## src/rtl/lwdep_pkg.sv

```systemverilog
package lwdep_pkg;
  localparam int NPROC  = 4;
  localparam int PID_W  = $clog2(NPROC);
  localparam int ADDR_W = 6;
  localparam int NLINES = 1 << ADDR_W;
  localparam int SIG_IW = 4;
  localparam int SIG_W  = 1 << SIG_IW;
  localparam int MAP_W  = NPROC * NPROC;

  typedef enum logic [1:0] {
    EV_RD_SH  = 2'd0,
    EV_WR     = 2'd1,
    EV_RD_EX  = 2'd2,
    EV_WR_ALT = 2'd3
  } ev_kind_e;

  function automatic logic [SIG_IW-1:0] hash_a(input logic [ADDR_W-1:0] a);
    logic [ADDR_W-1:0] t;
    t = a ^ (a >> SIG_IW);
    return t[SIG_IW-1:0];
  endfunction

  function automatic logic [SIG_IW-1:0] hash_b(input logic [ADDR_W-1:0] a);
    logic [ADDR_W-1:0] t;
    t = (a >> 2) ^ (a << 2);
    return t[SIG_IW-1:0];
  endfunction
endpackage

```

## src/rtl/lwdep_lw_table.sv

```systemverilog
module lwdep_lw_table
  import lwdep_pkg::*;
(
  input  logic              clk,
  input  logic              rst_n,
  input  logic [ADDR_W-1:0] rd_addr,
  output logic              rd_valid,
  output logic [PID_W-1:0]  rd_id,
  input  logic              wr_en,
  input  logic [ADDR_W-1:0] wr_addr,
  input  logic [PID_W-1:0]  wr_id
);
  logic [PID_W-1:0] owner_q [NLINES];
  logic [NLINES-1:0] known_q;

  always_ff @(posedge clk or negedge rst_n) begin
    if (!rst_n) begin
      known_q <= '0;
      for (int i = 0; i < NLINES; i++) owner_q[i] <= '0;
    end else if (wr_en) begin
      known_q[wr_addr] <= 1'b1;
      owner_q[wr_addr] <= wr_id;
    end
  end

  assign rd_valid = known_q[rd_addr];
  assign rd_id    = owner_q[rd_addr];
endmodule

```

## src/rtl/lwdep_sig_bank.sv

```systemverilog
module lwdep_sig_bank
  import lwdep_pkg::*;
(
  input  logic              clk,
  input  logic              rst_n,
  input  logic [NPROC-1:0]  clr,
  input  logic              ins_en,
  input  logic [PID_W-1:0]  ins_pid,
  input  logic [ADDR_W-1:0] ins_addr,
  input  logic [PID_W-1:0]  q_pid,
  input  logic [ADDR_W-1:0] q_addr,
  output logic              q_hit
);
  logic [SIG_W-1:0] sig_q [NPROC];
  logic [SIG_IW-1:0] ins_ha, ins_hb, q_ha, q_hb;

  assign ins_ha = hash_a(ins_addr);
  assign ins_hb = hash_b(ins_addr);
  assign q_ha   = hash_a(q_addr);
  assign q_hb   = hash_b(q_addr);

  for (genvar p = 0; p < NPROC; p++) begin : g_sig
    always_ff @(posedge clk or negedge rst_n) begin
      if (!rst_n) begin
        sig_q[p] <= '0;
      end else if (clr[p]) begin
        sig_q[p] <= '0;
      end else if (ins_en && (ins_pid == PID_W'(p))) begin
        sig_q[p][ins_ha] <= 1'b1;
        sig_q[p][ins_hb] <= 1'b1;
      end
    end
  end

  assign q_hit = sig_q[q_pid][q_ha] & sig_q[q_pid][q_hb];
endmodule

```

## src/rtl/lwdep_dep_maps.sv

```systemverilog
module lwdep_dep_maps
  import lwdep_pkg::*;
(
  input  logic             clk,
  input  logic             rst_n,
  input  logic [NPROC-1:0] clr,
  input  logic             rec_en,
  input  logic [PID_W-1:0] rec_cons,
  input  logic [PID_W-1:0] rec_prod,
  output logic [MAP_W-1:0] prod_flat,
  output logic [MAP_W-1:0] cons_flat
);
  for (genvar r = 0; r < NPROC; r++) begin : g_row
    logic [NPROC-1:0] prod_row_q, cons_row_q;

    always_ff @(posedge clk or negedge rst_n) begin
      if (!rst_n) begin
        prod_row_q <= '0;
        cons_row_q <= '0;
      end else if (clr[r]) begin
        prod_row_q <= '0;
        cons_row_q <= '0;
      end else if (rec_en) begin
        if (rec_cons == PID_W'(r)) prod_row_q[rec_prod] <= 1'b1;
        if (rec_prod == PID_W'(r)) cons_row_q[rec_cons] <= 1'b1;
      end
    end

    assign prod_flat[r*NPROC +: NPROC] = prod_row_q;
    assign cons_flat[r*NPROC +: NPROC] = cons_row_q;
  end
endmodule

```

## src/rtl/lwdep_tracker.sv

```systemverilog
module lwdep_tracker
  import lwdep_pkg::*;
(
  input  logic              clk,
  input  logic              rst_n,
  input  logic              ev_valid,
  output logic              ev_ready,
  input  logic [1:0]        ev_kind,
  input  logic [PID_W-1:0]  ev_pid,
  input  logic [ADDR_W-1:0] ev_addr,
  input  logic [NPROC-1:0]  ckpt_clr,
  output logic [MAP_W-1:0]  prod_map,
  output logic [MAP_W-1:0]  cons_map
);
  logic             take;
  logic             is_read, is_own;
  logic             owner_known, sig_hit, record;
  logic [PID_W-1:0] owner_id;
  ev_kind_e         kind;

  assign kind     = ev_kind_e'(ev_kind);
  assign ev_ready = ~|ckpt_clr;
  assign take     = ev_valid & ev_ready;
  assign is_read  = (kind == EV_RD_SH) || (kind == EV_RD_EX);
  assign is_own   = (kind != EV_RD_SH);
  assign record   = take & is_read & owner_known & (owner_id != ev_pid) & sig_hit;

  lwdep_lw_table u_table (
    .clk      (clk),
    .rst_n    (rst_n),
    .rd_addr  (ev_addr),
    .rd_valid (owner_known),
    .rd_id    (owner_id),
    .wr_en    (take & is_own),
    .wr_addr  (ev_addr),
    .wr_id    (ev_pid)
  );

  lwdep_sig_bank u_sig (
    .clk      (clk),
    .rst_n    (rst_n),
    .clr      (ckpt_clr),
    .ins_en   (take & is_own),
    .ins_pid  (ev_pid),
    .ins_addr (ev_addr),
    .q_pid    (owner_id),
    .q_addr   (ev_addr),
    .q_hit    (sig_hit)
  );

  lwdep_dep_maps u_maps (
    .clk       (clk),
    .rst_n     (rst_n),
    .clr       (ckpt_clr),
    .rec_en    (record),
    .rec_cons  (ev_pid),
    .rec_prod  (owner_id),
    .prod_flat (prod_map),
    .cons_flat (cons_map)
  );
endmodule

```

## config.mk

```make
export PLATFORM = sky130hd
export DESIGN_NAME = lwdep_tracker
export DESIGN_NICKNAME = d
export VERILOG_FILES = /design/src/rtl/lwdep_pkg.sv /design/src/rtl/lwdep_lw_table.sv /design/src/rtl/lwdep_sig_bank.sv /design/src/rtl/lwdep_dep_maps.sv /design/src/rtl/lwdep_tracker.sv
export SDC_FILE = /design/constraint.sdc
export NUM_CORES = 1
export LEC_CHECK = 0
export ABC_AREA = 1
export BUFFER_PORTS_ARGS = -buffer_cell sky130_fd_sc_hd__buf_2
export CAP_MARGIN = 20
export CORE_MARGIN = 2
export CORE_UTILIZATION = 60
export DETAILED_ROUTE_END_ITERATION = 7
export PLACE_DENSITY = 0.78
export SYNTH_ARGS = -nofsm -noshare
export SYNTH_HDL_FRONTEND = slang
export SYNTH_HIERARCHICAL = 1
export SYNTH_SLANG_ARGS = --single-unit
```

## constraint.sdc

```tcl
create_clock -name clk -period 5.4 [get_ports clk]
set_input_delay 0.54 -clock clk [delete_from_list [all_inputs] [get_ports clk]]
set_output_delay 0.54 -clock clk [all_outputs]
set_load 0.005 [all_outputs]
```

# ---- Word-level counts from Yosys, hierarchy flattened
# Index checks and enable logic that the tools add are counted.
# W data, S select, Z words.
dict set report totals {
  reg_bits 288
  out_inout_bits 33
  elab_cells 224
  input_bits 17
}
dict set report classes {
  reduce_logical 41
  magnitude_cmp 13
  n_mux 57
  n_bitwise 28
  n_eq_ne 8
}
# op n
set ops {}
lappend ops {{$mux W16} 10}
lappend ops {{$bwmux W128} 1}
lappend ops {{$or A16 B16 Y16} 8}
lappend ops {{$mux W4} 24}
lappend ops {{$or A64 B64 Y64} 1}
lappend ops {{$reduce_bool A2 Y1} 17}
lappend ops {{$bmux W16 S2} 1}
lappend ops {{$or A4 B4 Y4} 8}
lappend ops {{$reduce_and A2 Y1} 8}
lappend ops {{$bmux W2 S6} 1}
lappend ops {{$demux W2 S6} 1}
lappend ops {{$eq A2 B2 Y1 const B} 5}
lappend ops {{$logic_and A1 B1 Y1} 10}
lappend ops {{$lt A4 B5 Y1 const B} 2}
lappend ops {{$bmux W1 S4} 2}
lappend ops {{$demux W1 S4} 2}
lappend ops {{$ge A4 B1 Y1 const B} 2}
lappend ops {{$mux W1} 8}
lappend ops {{$and A1 B1 Y1} 7}
lappend ops {{$ge A7 B7 Y1 const B} 1}
lappend ops {{$lt A6 B7 Y1 const B} 1}
lappend ops {{$lt A7 B1 Y1 const B} 1}
lappend ops {{$not A6 Y7} 1}
lappend ops {{$bmux W1 S6} 1}
lappend ops {{other kinds (16)} 24}

# ---- Depth between registers and ports, before layout
# Gate-level depths: netlist (run 1).
dict set report logic_depth {
  depth_word 14
  depth_mapped 34
}

# ---- Cells and area by module
# The synthesis (run 1) kept the hierarchy.
# module cells_per_inst instances area_each_um2
set modules_own_cells {}
lappend modules_own_cells {lwdep_lw_table 1135 1 8948.6}
lappend modules_own_cells {lwdep_sig_bank 471 1 3412.0}
lappend modules_own_cells {lwdep_dep_maps 155 1 1332.5}
lappend modules_own_cells {lwdep_tracker 21 1 87.6}

# ---- Worst setup path before layout (run 1)
# No wires, ideal clock.
dict set report synth_timing {
  kind {input to register}
  startpoint {input port ev_addr[0]}
  endpoint {register u_maps.g_row[0].cons_row_q[3]}
  stages 30
  arrival_ps 3465
  required_time_ps 5322
  setup_time_ps 78
  slack_ps 1858
  cell_sequence {buf_2 inv_2 buf_4 buf_2 nand2_1 nand3_1 nand3_1 nand2_1 nand2_1 nand3_1 nand3_1 nand2_1 buf_4 clkbuf_1 nand3_1 nand2_1 nand2_1 nand3_1 nand3_1 nand3_1 nand2_1 nor2_1 and3_1 nand2_1 nor2_2 buf_4 nand2_2 nor2_2 nand2_1 a21oi_1}
}
dict set report synth_between {
  elab_chain_len 14
}
# element line
set synth_lines {}
lappend synth_lines {{start, declared} lwdep_tracker.sv:10} ;# input logic [ADDR_W-1:0] ev_addr,
lappend synth_lines {{$not A6 Y7 (not written as such) *} lwdep_lw_table.sv:27} ;# assign rd_id = owner_q[rd_addr];
lappend synth_lines {{$bmux W2 S6 *} lwdep_lw_table.sv:27}
lappend synth_lines {{$mux W2 (not written as such) * (2 in series)} lwdep_lw_table.sv:27}
lappend synth_lines {{named net owner_id[1]} lwdep_tracker.sv:18} ;# logic [PID_W-1:0] owner_id;
lappend synth_lines {{$not A2 Y3 (not written as such) *} lwdep_sig_bank.sv:35} ;# assign q_hit = sig_q[q_pid][q_ha] & sig_q[q_pid][q_hb];
lappend synth_lines {{$bmux W16 S2 *} lwdep_sig_bank.sv:35}
lappend synth_lines {{$mux W16 (not written as such) * (2 in series)} lwdep_sig_bank.sv:35}
lappend synth_lines {{$bmux W1 S4} lwdep_sig_bank.sv:35}
lappend synth_lines {{$mux W1 (not written as such)} lwdep_sig_bank.sv:35}
lappend synth_lines {{$and A1 B1 Y1 *} lwdep_sig_bank.sv:35}
lappend synth_lines {{named net sig_hit} lwdep_tracker.sv:17} ;# logic owner_known, sig_hit, record;
lappend synth_lines {{$and A1 B1 Y1 *} lwdep_tracker.sv:26} ;# assign record = take & is_read & owner_known & (owner_id != ev_pid) & sig_hit;
lappend synth_lines {{named net record} lwdep_tracker.sv:17}
lappend synth_lines {{$reduce_bool A2 Y1 (no line) *} n/a}
lappend synth_lines {{$reduce_and A2 Y1 (no line) *} n/a}
lappend synth_lines {{end signal, assigned} lwdep_dep_maps.sv:19} ;# cons_row_q <= '0;
lappend synth_lines {{end signal, assigned} lwdep_dep_maps.sv:22} ;# cons_row_q <= '0;
lappend synth_lines {{end signal, assigned by index} lwdep_dep_maps.sv:25} ;# if (rec_prod == PID_W'(r)) cons_row_q[rec_cons] <= 1'b1;
lappend synth_lines {{end, declared} lwdep_dep_maps.sv:14} ;# logic [NPROC-1:0] prod_row_q, cons_row_q;
# The timed path passes the listed nets; every way through them passes the cells marked *. The select of a mux whose other input is x is not followed.
# A chain may end at the register's enable or synchronous reset.

# ---- Final worst setup path (run 1)
dict set report layout_timing {
  startpoint {input port ev_addr[0]}
  endpoint {register u_maps.g_row[1].prod_row_q[0]}
}
dict set report layout_between {
  elab_chain_len 14
}
# element line
set layout_lines {}
lappend layout_lines {{$not A6 Y7 (not written as such) *} lwdep_lw_table.sv:27}
lappend layout_lines {{$bmux W2 S6 *} lwdep_lw_table.sv:27}
lappend layout_lines {{$mux W2 (not written as such) * (2 in series)} lwdep_lw_table.sv:27}
lappend layout_lines {{named net owner_id[0]} lwdep_tracker.sv:18}
lappend layout_lines {{$not A2 Y3 (not written as such) *} lwdep_sig_bank.sv:35}
lappend layout_lines {{$bmux W16 S2 *} lwdep_sig_bank.sv:35}
lappend layout_lines {{$mux W16 (not written as such) * (2 in series)} lwdep_sig_bank.sv:35}
lappend layout_lines {{$bmux W1 S4} lwdep_sig_bank.sv:35}
lappend layout_lines {{$mux W1 (not written as such)} lwdep_sig_bank.sv:35}
lappend layout_lines {{$and A1 B1 Y1 *} lwdep_sig_bank.sv:35}
lappend layout_lines {{named net sig_hit} lwdep_tracker.sv:17}
lappend layout_lines {{$and A1 B1 Y1 *} lwdep_tracker.sv:26}
lappend layout_lines {{named net record} lwdep_tracker.sv:17}
lappend layout_lines {{$reduce_bool A2 Y1 (no line) *} n/a}
lappend layout_lines {{$reduce_and A2 Y1 (no line) *} n/a}
lappend layout_lines {{end signal, assigned} lwdep_dep_maps.sv:18} ;# prod_row_q <= '0;
lappend layout_lines {{end signal, assigned} lwdep_dep_maps.sv:21} ;# prod_row_q <= '0;
lappend layout_lines {{end signal, assigned by index} lwdep_dep_maps.sv:24} ;# if (rec_cons == PID_W'(r)) prod_row_q[rec_prod] <= 1'b1;
lappend layout_lines {{end, declared} lwdep_dep_maps.sv:14}
# Marked as above.

==> results of run 1 <==
==> kinds of logic after synthesis <==
| logic type | Yosys count | share of synthesized area (%) |
|---|---|---|
| buffers and inverters | 276 | 7.99 |
| AO/OA/AOI/OAI | 226 | 8.43 |
| flip-flops | 288 | 52.3 |
| XOR/XNOR | 3 | 0.245 |
| AND/OR/NAND/NOR | 989 | 31.0 |
==> metrics by stage <==
stage               area, um2  util [%]
detailed placement      14300      63.1
CTS                     15100      67.1
floorplan               13800         -
global route            15100      67.1
global placement        14300      63.1
finish                  15100      67.1
==> Yosys cell counts <==
cell type,n,area [um2]
a21oi_1,114,571
a22oi_2,1,12.5
and3_1,1,6.26
buf_1,9,33.8
buf_2,24,120
buf_4,8,60.1
clkbuf_1,37,139
clkbuf_2,4,20.0
clkinv_1,3,11.3
dfrtp_1,288,7210
inv_1,183,687
inv_2,8,30.0
nand2_1,617,2320
nand2_2,1,6.26
nand3_1,243,1220
nand4_1,6,37.5
nor2_1,64,240
nor2_2,11,68.8
nor3_1,8,40.0
nor3_2,5,50.1
nor3_4,3,48.8
nor4_1,2,12.5
nor4_4,4,85.1
o21ai_0,101,505
o21ai_1,5,25.0
o22ai_2,2,25.0
o31ai_1,3,22.5
or2_2,24,150
xnor2_1,2,17.5
xor2_2,1,16.3
==> state kept, by name, indices dropped and copies added (netlist names) <==
name / count
u_maps/g_row.prod_row_q: 16
u_table/owner_q: 128
u_table/known_q: 64
u_maps/g_row.cons_row_q: 16
u_sig/sig_q: 64
==> cell type report <==
type,count,area [um2],share of cell area [%]
Antenna cell,1,2.50,0.0165
Clock buffer,41,821,5.42
Clock inverter,7,66.3,0.438
Inverter,194,728,4.81
Multi-Input combinational cell,1218,5470,36.1
Sequential cell,288,7210,47.6
Tap cell,285,357,2.35
Timing Repair Buffer,73,488,3.22
==> power by group <==
part	switching, mW	internal [mW]	total [mW]
Clock	0.810	1.09	1.90
Combinational	0.330	0.119	0.448
Sequential	0.0193	2.19	2.21
==> worst min-delay path by stage <==
stage	from	to	slack, ps	cells past startpoint
2_1_floorplan	rst_n	u_maps/g_row[0].cons_row_q[0]	240	0
3_3_place_gp	u_table/known_q[35]	u_table/known_q[35]	450	2
3_5_place_dp	u_table/known_q[2]	u_table/known_q[2]	450	2
4_1_cts	rst_n	u_table/known_q[39]	40	1
5_1_grt	rst_n	u_table/known_q[39]	50	1
6_report	rst_n	u_table/known_q[39]	-20	1
==> worst max-delay path, delay by kind of cell <==
family	cells	cell delay (ps)
simple gates	23	2480
compound gates	1	170
buf+inv	5	1540
==> cells in the final DEF, fill, tap and decap left out, types with 2 or more instances in the layout <==
cell	synthesis	final
o21ai_0	101	101
clkinv_1	3	3
nand4_1	6	6
nor4_4	4	4
clkbuf_16	0	29
o31ai_1	3	3
or2_2	24	24
nor2_1	64	64
buf_4	8	21
o21ai_1	5	5
clkinv_2	0	4
nand2_1	617	617
nor3_1	8	8
dfrtp_1	288	288
buf_2	24	47
inv_2	8	8
clkbuf_8	0	5
inv_1	183	183
a21oi_1	114	114
nor3_4	3	3
nand3_1	243	243
xnor2_1	2	2
o22ai_2	2	2
nor3_2	5	5
nor2_2	11	11
nor4_1	2	2
buf_12	0	4
clkbuf_1	37	7
==> metal layers <==
metal	vias up	share of wire [%]	global-route usage [%]	wire [um]
met5	-	0.031	0	11
met1	5747	43	42.3	15200
met2	518	46	47.7	16200
met4	2	2.7	8.48	933
met3	66	8.1	5.64	2850
li1	5692	-	-	-
==> out/metrics.yaml, run 1 <==
drt:
  drc_errors: 0
  first_pass_iters: 5
  wl_mm: 35.2
  wire_per_inst_um: 16.7
  via_per_inst: 5.71
  drtIter0Drc: 1201
  antenna_left: 0
  vias: 12025
sta:
  hold_ws_ps: -15.5
  min_period_over_period_pct: 79.8
  maxSlewHeadroom_pct: 36.2
  slew_violations: 0
  finalHoldViolCount: 10
  setup_viol: 0
  finalCriticalPeriod_ps: 4310
  rsz0062_at_grt: "false"
  worstMarginPinSlew_ps: 949
  fin_tns_setup_ps: 0
  fmax_mhz: 232
  skew_ps: 11.1
  setup_ws_ps: 1090
synth:
  avgSynthCellArea_um2: 7.73
  ys_types: 30
  ys_seq_area_share_pct: 52.3
  netlist_area_um2: 13800
  synth_warnings: 6
  yosys_register_bits: 288
  syn_nets: 1799
  netlist_instances: 1782
outcome:
  outcome: "complete, but fails checks"
  violations: "hold timing"
grt:
  grt_max_degree: 132
  grt_pass1_vias: 11364
  grt_pass1_wl_mm: 58.2
  grt_usage_pct: 29.9
  antenna_found_initial: 2
  grt-ovfl-total: 0
place:
  dp.cells: 2058
  dp_hpwl_mm: 22.8
  gp_congestion: 0.936
  io_buffers: 49
  dpl_worst_slack_ps: 649
worst_setup_path:
  critPathMostFrequentCell: "nand2_1"
  cp.required_ps: 5860
  reg2reg_from: "u_table/owner_q[92]"
  end_kind: "flop"
  startpoint: "ev_addr[0]"
  crit_slowest_cell: "inv_2"
  arrival_ps: 4770
  r2r_slack_ps: 1510
  critPathMaxFanout: 39
  cp-start-kind: "input pin"
  crit_path_max_incr_delay_ps: 560
  crit_end: "u_maps/g_row[1].prod_row_q[0]"
  r2r_end: "u_maps/g_row[1].prod_row_q[0]"
  worstRegToRegCells: 27
  crit_type: "input pin to flop"
floorplan:
  initial_core_util_pct: 61.1
  die-area_um2: 24200
  ios: 50
  core_um2: 22600
  die_h_um: 156
  rows: 55
  die_w_um: 156
run:
  max_cap_viol_count: 0
clocking:
  cts_setup_buffers: 0
  clock-sinks: 288
  cts_tree: "yes"
  cts_max_level: 1
  cts.repair.resized: 0
  clock_path_buffers: 3
  clk_pin_slew_worst_paths_ps: 60
  clk_latency_ps: 560
  numCtsBuffers: 29
  root_buffer: "clkbuf_16"
  cts_hold_buf: 0
layout:
  layout.nets: 1821
  instances_no_fill: 2107
  drive_gt1_share_pct: 9.56
  fill_cells: 1893
  syn_to_final_growth_pct: 9.88
power_and_ir_drop:
  power_mw: 4.57
  powerDensity_nw_per_um2: 301
  peakVddDrop_mv: 0.242
  p_leak_nw: 7.37
min_path:
  holdCritPathClass: "input pin to async pin"
Power figures use the tool's default switching activity.
==> inputs of run 2 (changes only) <==
==> constraint.sdc (replaced) <==
create_clock -name clk -period 4.06 [get_ports clk]
set_input_delay 0.406 -clock clk [delete_from_list [all_inputs] [get_ports clk]]
set_output_delay 0.406 -clock clk [all_outputs]
set_load 0.005 [all_outputs]
==> run 2 against run 1 <==
Compared with the run above:
- combinational power is 35% higher
- setup slack worse by 450 ps
- sequential power is 33% higher
- clock-buffer cell count is 1 higher
- critical endpoint is now u_maps/g_row[2].cons_row_q[1]
- clock power is 47% higher
- critical path type is now flop to flop
- critical path depth is 3 lower
- via count is 0.38% lower
- register-to-register slack worse by 870 ps
- the run now ends clean
- cell count is 0.52% higher
- sequential cell count stayed put
- utilization is 0.88 points higher
- global-route usage is 0.17 points higher
==> out/metrics.yaml, run 2 (synthesis results as in run 1) <==
outcome:
  outcome: "finished, final reports clean"
min_path:
  holdCritPathClass: "input pin to flop"
worst_setup_path:
  r2r_slack_ps: 640
  critPathMostFrequentCell: "nand2_1"
  crit_slowest_cell: "inv_2"
  crit_type: "flop to flop"
  arrival_ps: 3890
  cp.required_ps: 4530
  crit_path_max_incr_delay_ps: 410
  critPathMaxFanout: 32
  cp-start-kind: "flop"
  end_kind: "flop"
layout:
  antenna_cells: 0
  top_regs: "u_table/owner_q: 128 flops, u_sig/sig_q: 64 flops, u_table/known_q: 64 flops"
  final_cell_mix: "nand2_1, dfrtp_1, nand3_1"
  syn_to_final_growth_pct: 11.3
  top_register: "u_table/owner_q"
  final_core_util_pct: 68.0
  layout.nets: 1828
  final_common_cell: "nand2_1"
  largest_reg_flops: 128
  instances_no_fill: 2118
  drive_gt1_share_pct: 10.1
  fill_cells: 1916
place:
  io_buffers: 49
  dp_hpwl_mm: 22.9
  dpl_worst_slack_ps: 249
  dp.cells: 2062
  gp_congestion: 0.938
drt:
  vias: 11979
  drtIter0Drc: 1213
  wire_per_inst_um: 16.7
  via_per_inst: 5.66
  first_pass_iters: 6
  antenna_left: 0
  wl_mm: 35.4
  drc_errors: 0
clocking:
  clk_latency_ps: 560
  cts_max_level: 1
  cts_tree: "yes"
  clock-sinks: 288
  numCtsBuffers: 31
  clock_path_buffers: 3
  root_buffer: "clkbuf_16"
  cts_setup_buffers: 0
  clk_pin_slew_worst_paths_ps: 60
sta:
  slew_violations: 0
  maxSlewHeadroom_pct: 38.9
  fin_tns_setup_ps: 0
  rsz0062_at_grt: "false"
  fmax_mhz: 293
  skew_ps: 11.3
  setup_ws_ps: 642
  finalCriticalPeriod_ps: 3420
  min_period_over_period_pct: 84.2
  setup_viol: 0
  worstMarginPinSlew_ps: 908
  finalHoldViolCount: 0
power_and_ir_drop:
  powerDensity_nw_per_um2: 413
  p_leak_nw: 7.47
  peakVddDrop_mv: 0.322
  power_switching_mw: 1.60
  p_int_mw: 4.74
  combPwrFrac_pct: 9.5
  clkPwrFrac_pct: 44.1
  seq_power_share_pct: 46.4
  power_mw: 6.34
  switching_share_pct: 25.2
floorplan:
  initial_core_util_pct: 61.1
  die-area_um2: 24200
  core_um2: 22600
  ios: 50
  die_w_um: 156
  rows: 55
  die_h_um: 156
run:
  max_cap_viol_count: 0
grt:
  grt_pass1_wl_mm: 58.8
  grt_pass1_vias: 11655
  grt_usage_pct: 30.0
  grt-ovfl-total: 0
  antenna_found_initial: 0
  grt_max_degree: 143
[run 2: area by class of cell]
class	instances	area [um2]	share of cell area [%]
Tap cell	285	357	2.32
Inverter	194	728	4.75
Multi-Input combinational cell	1218	5470	35.7
Clock buffer	42	857	5.59
Sequential cell	288	7210	47.0
Clock inverter	13	154	1.00
Timing Repair Buffer	78	566	3.69
[run 2: critical path: cells and delay by family, from the launching register on]
family / cells / cell delay [ps]
AOI/OAI and AO/OA: 1 / 150
buffers and inverters: 1 / 410
DFF: 1 / 390
and+or+nand+nor: 24 / 2390
[run 2: power groups by stage]
| stage | registers (mW) | clock network, mW | logic [mW] |
|---|---|---|---|
| 3_3_place_gp | 2.99 | 0 | 0.584 |
| 4_1_cts | 2.94 | 2.84 | 0.597 |
| 3_5_place_dp | 2.99 | 0 | 0.593 |
| 6_report | 2.94 | 2.79 | 0.603 |
| 2_1_floorplan | 2.99 | 0 | 0.384 |
| 5_1_grt | 2.95 | 2.97 | 0.673 |
[run 2: worst paths after layout]
kind | depth (start not counted) | from | end
worst max-delay path | 26 | u_table/owner_q[64] | u_maps/g_row[2].cons_row_q[1]
worst min-delay path | 2 | ckpt_clr[2] | u_sig/sig_q[16]
worst max register to register | 26 | u_table/owner_q[64] | u_maps/g_row[2].cons_row_q[1]
worst min register to register | 2 | u_table/known_q[57] | u_table/known_q[57]
max in group asynchronous | 3 | rst_n | u_table/owner_q[86]
min in group asynchronous | 2 | rst_n | u_table/owner_q[55]
[run 2: repair_timing]
item	CTS	global route
endpoints found under the setup margin	0	0
endpoints found under the hold margin	65	0
hold buffers	1	0
resized for setup	0	0
[run 2: stage by stage]
step	hold WS [ps]	cell area, um2
after detailed placement	396	14300
after CTS	301	15300
after floorplan	110	13800
final	311	15300
after global placement	392	14300
after global routing	322	15300
[run 2: routing by layer]
layer | track usage (%) | up-vias | wire length, um
met5 | 0 | - | 0
met3 | 5.08 | 96 | 2800
li1 | - | 5723 | -
met2 | 46.7 | 480 | 16200
met1 | 42.3 | 5680 | 15100
met4 | 12.6 | 0 | 1310
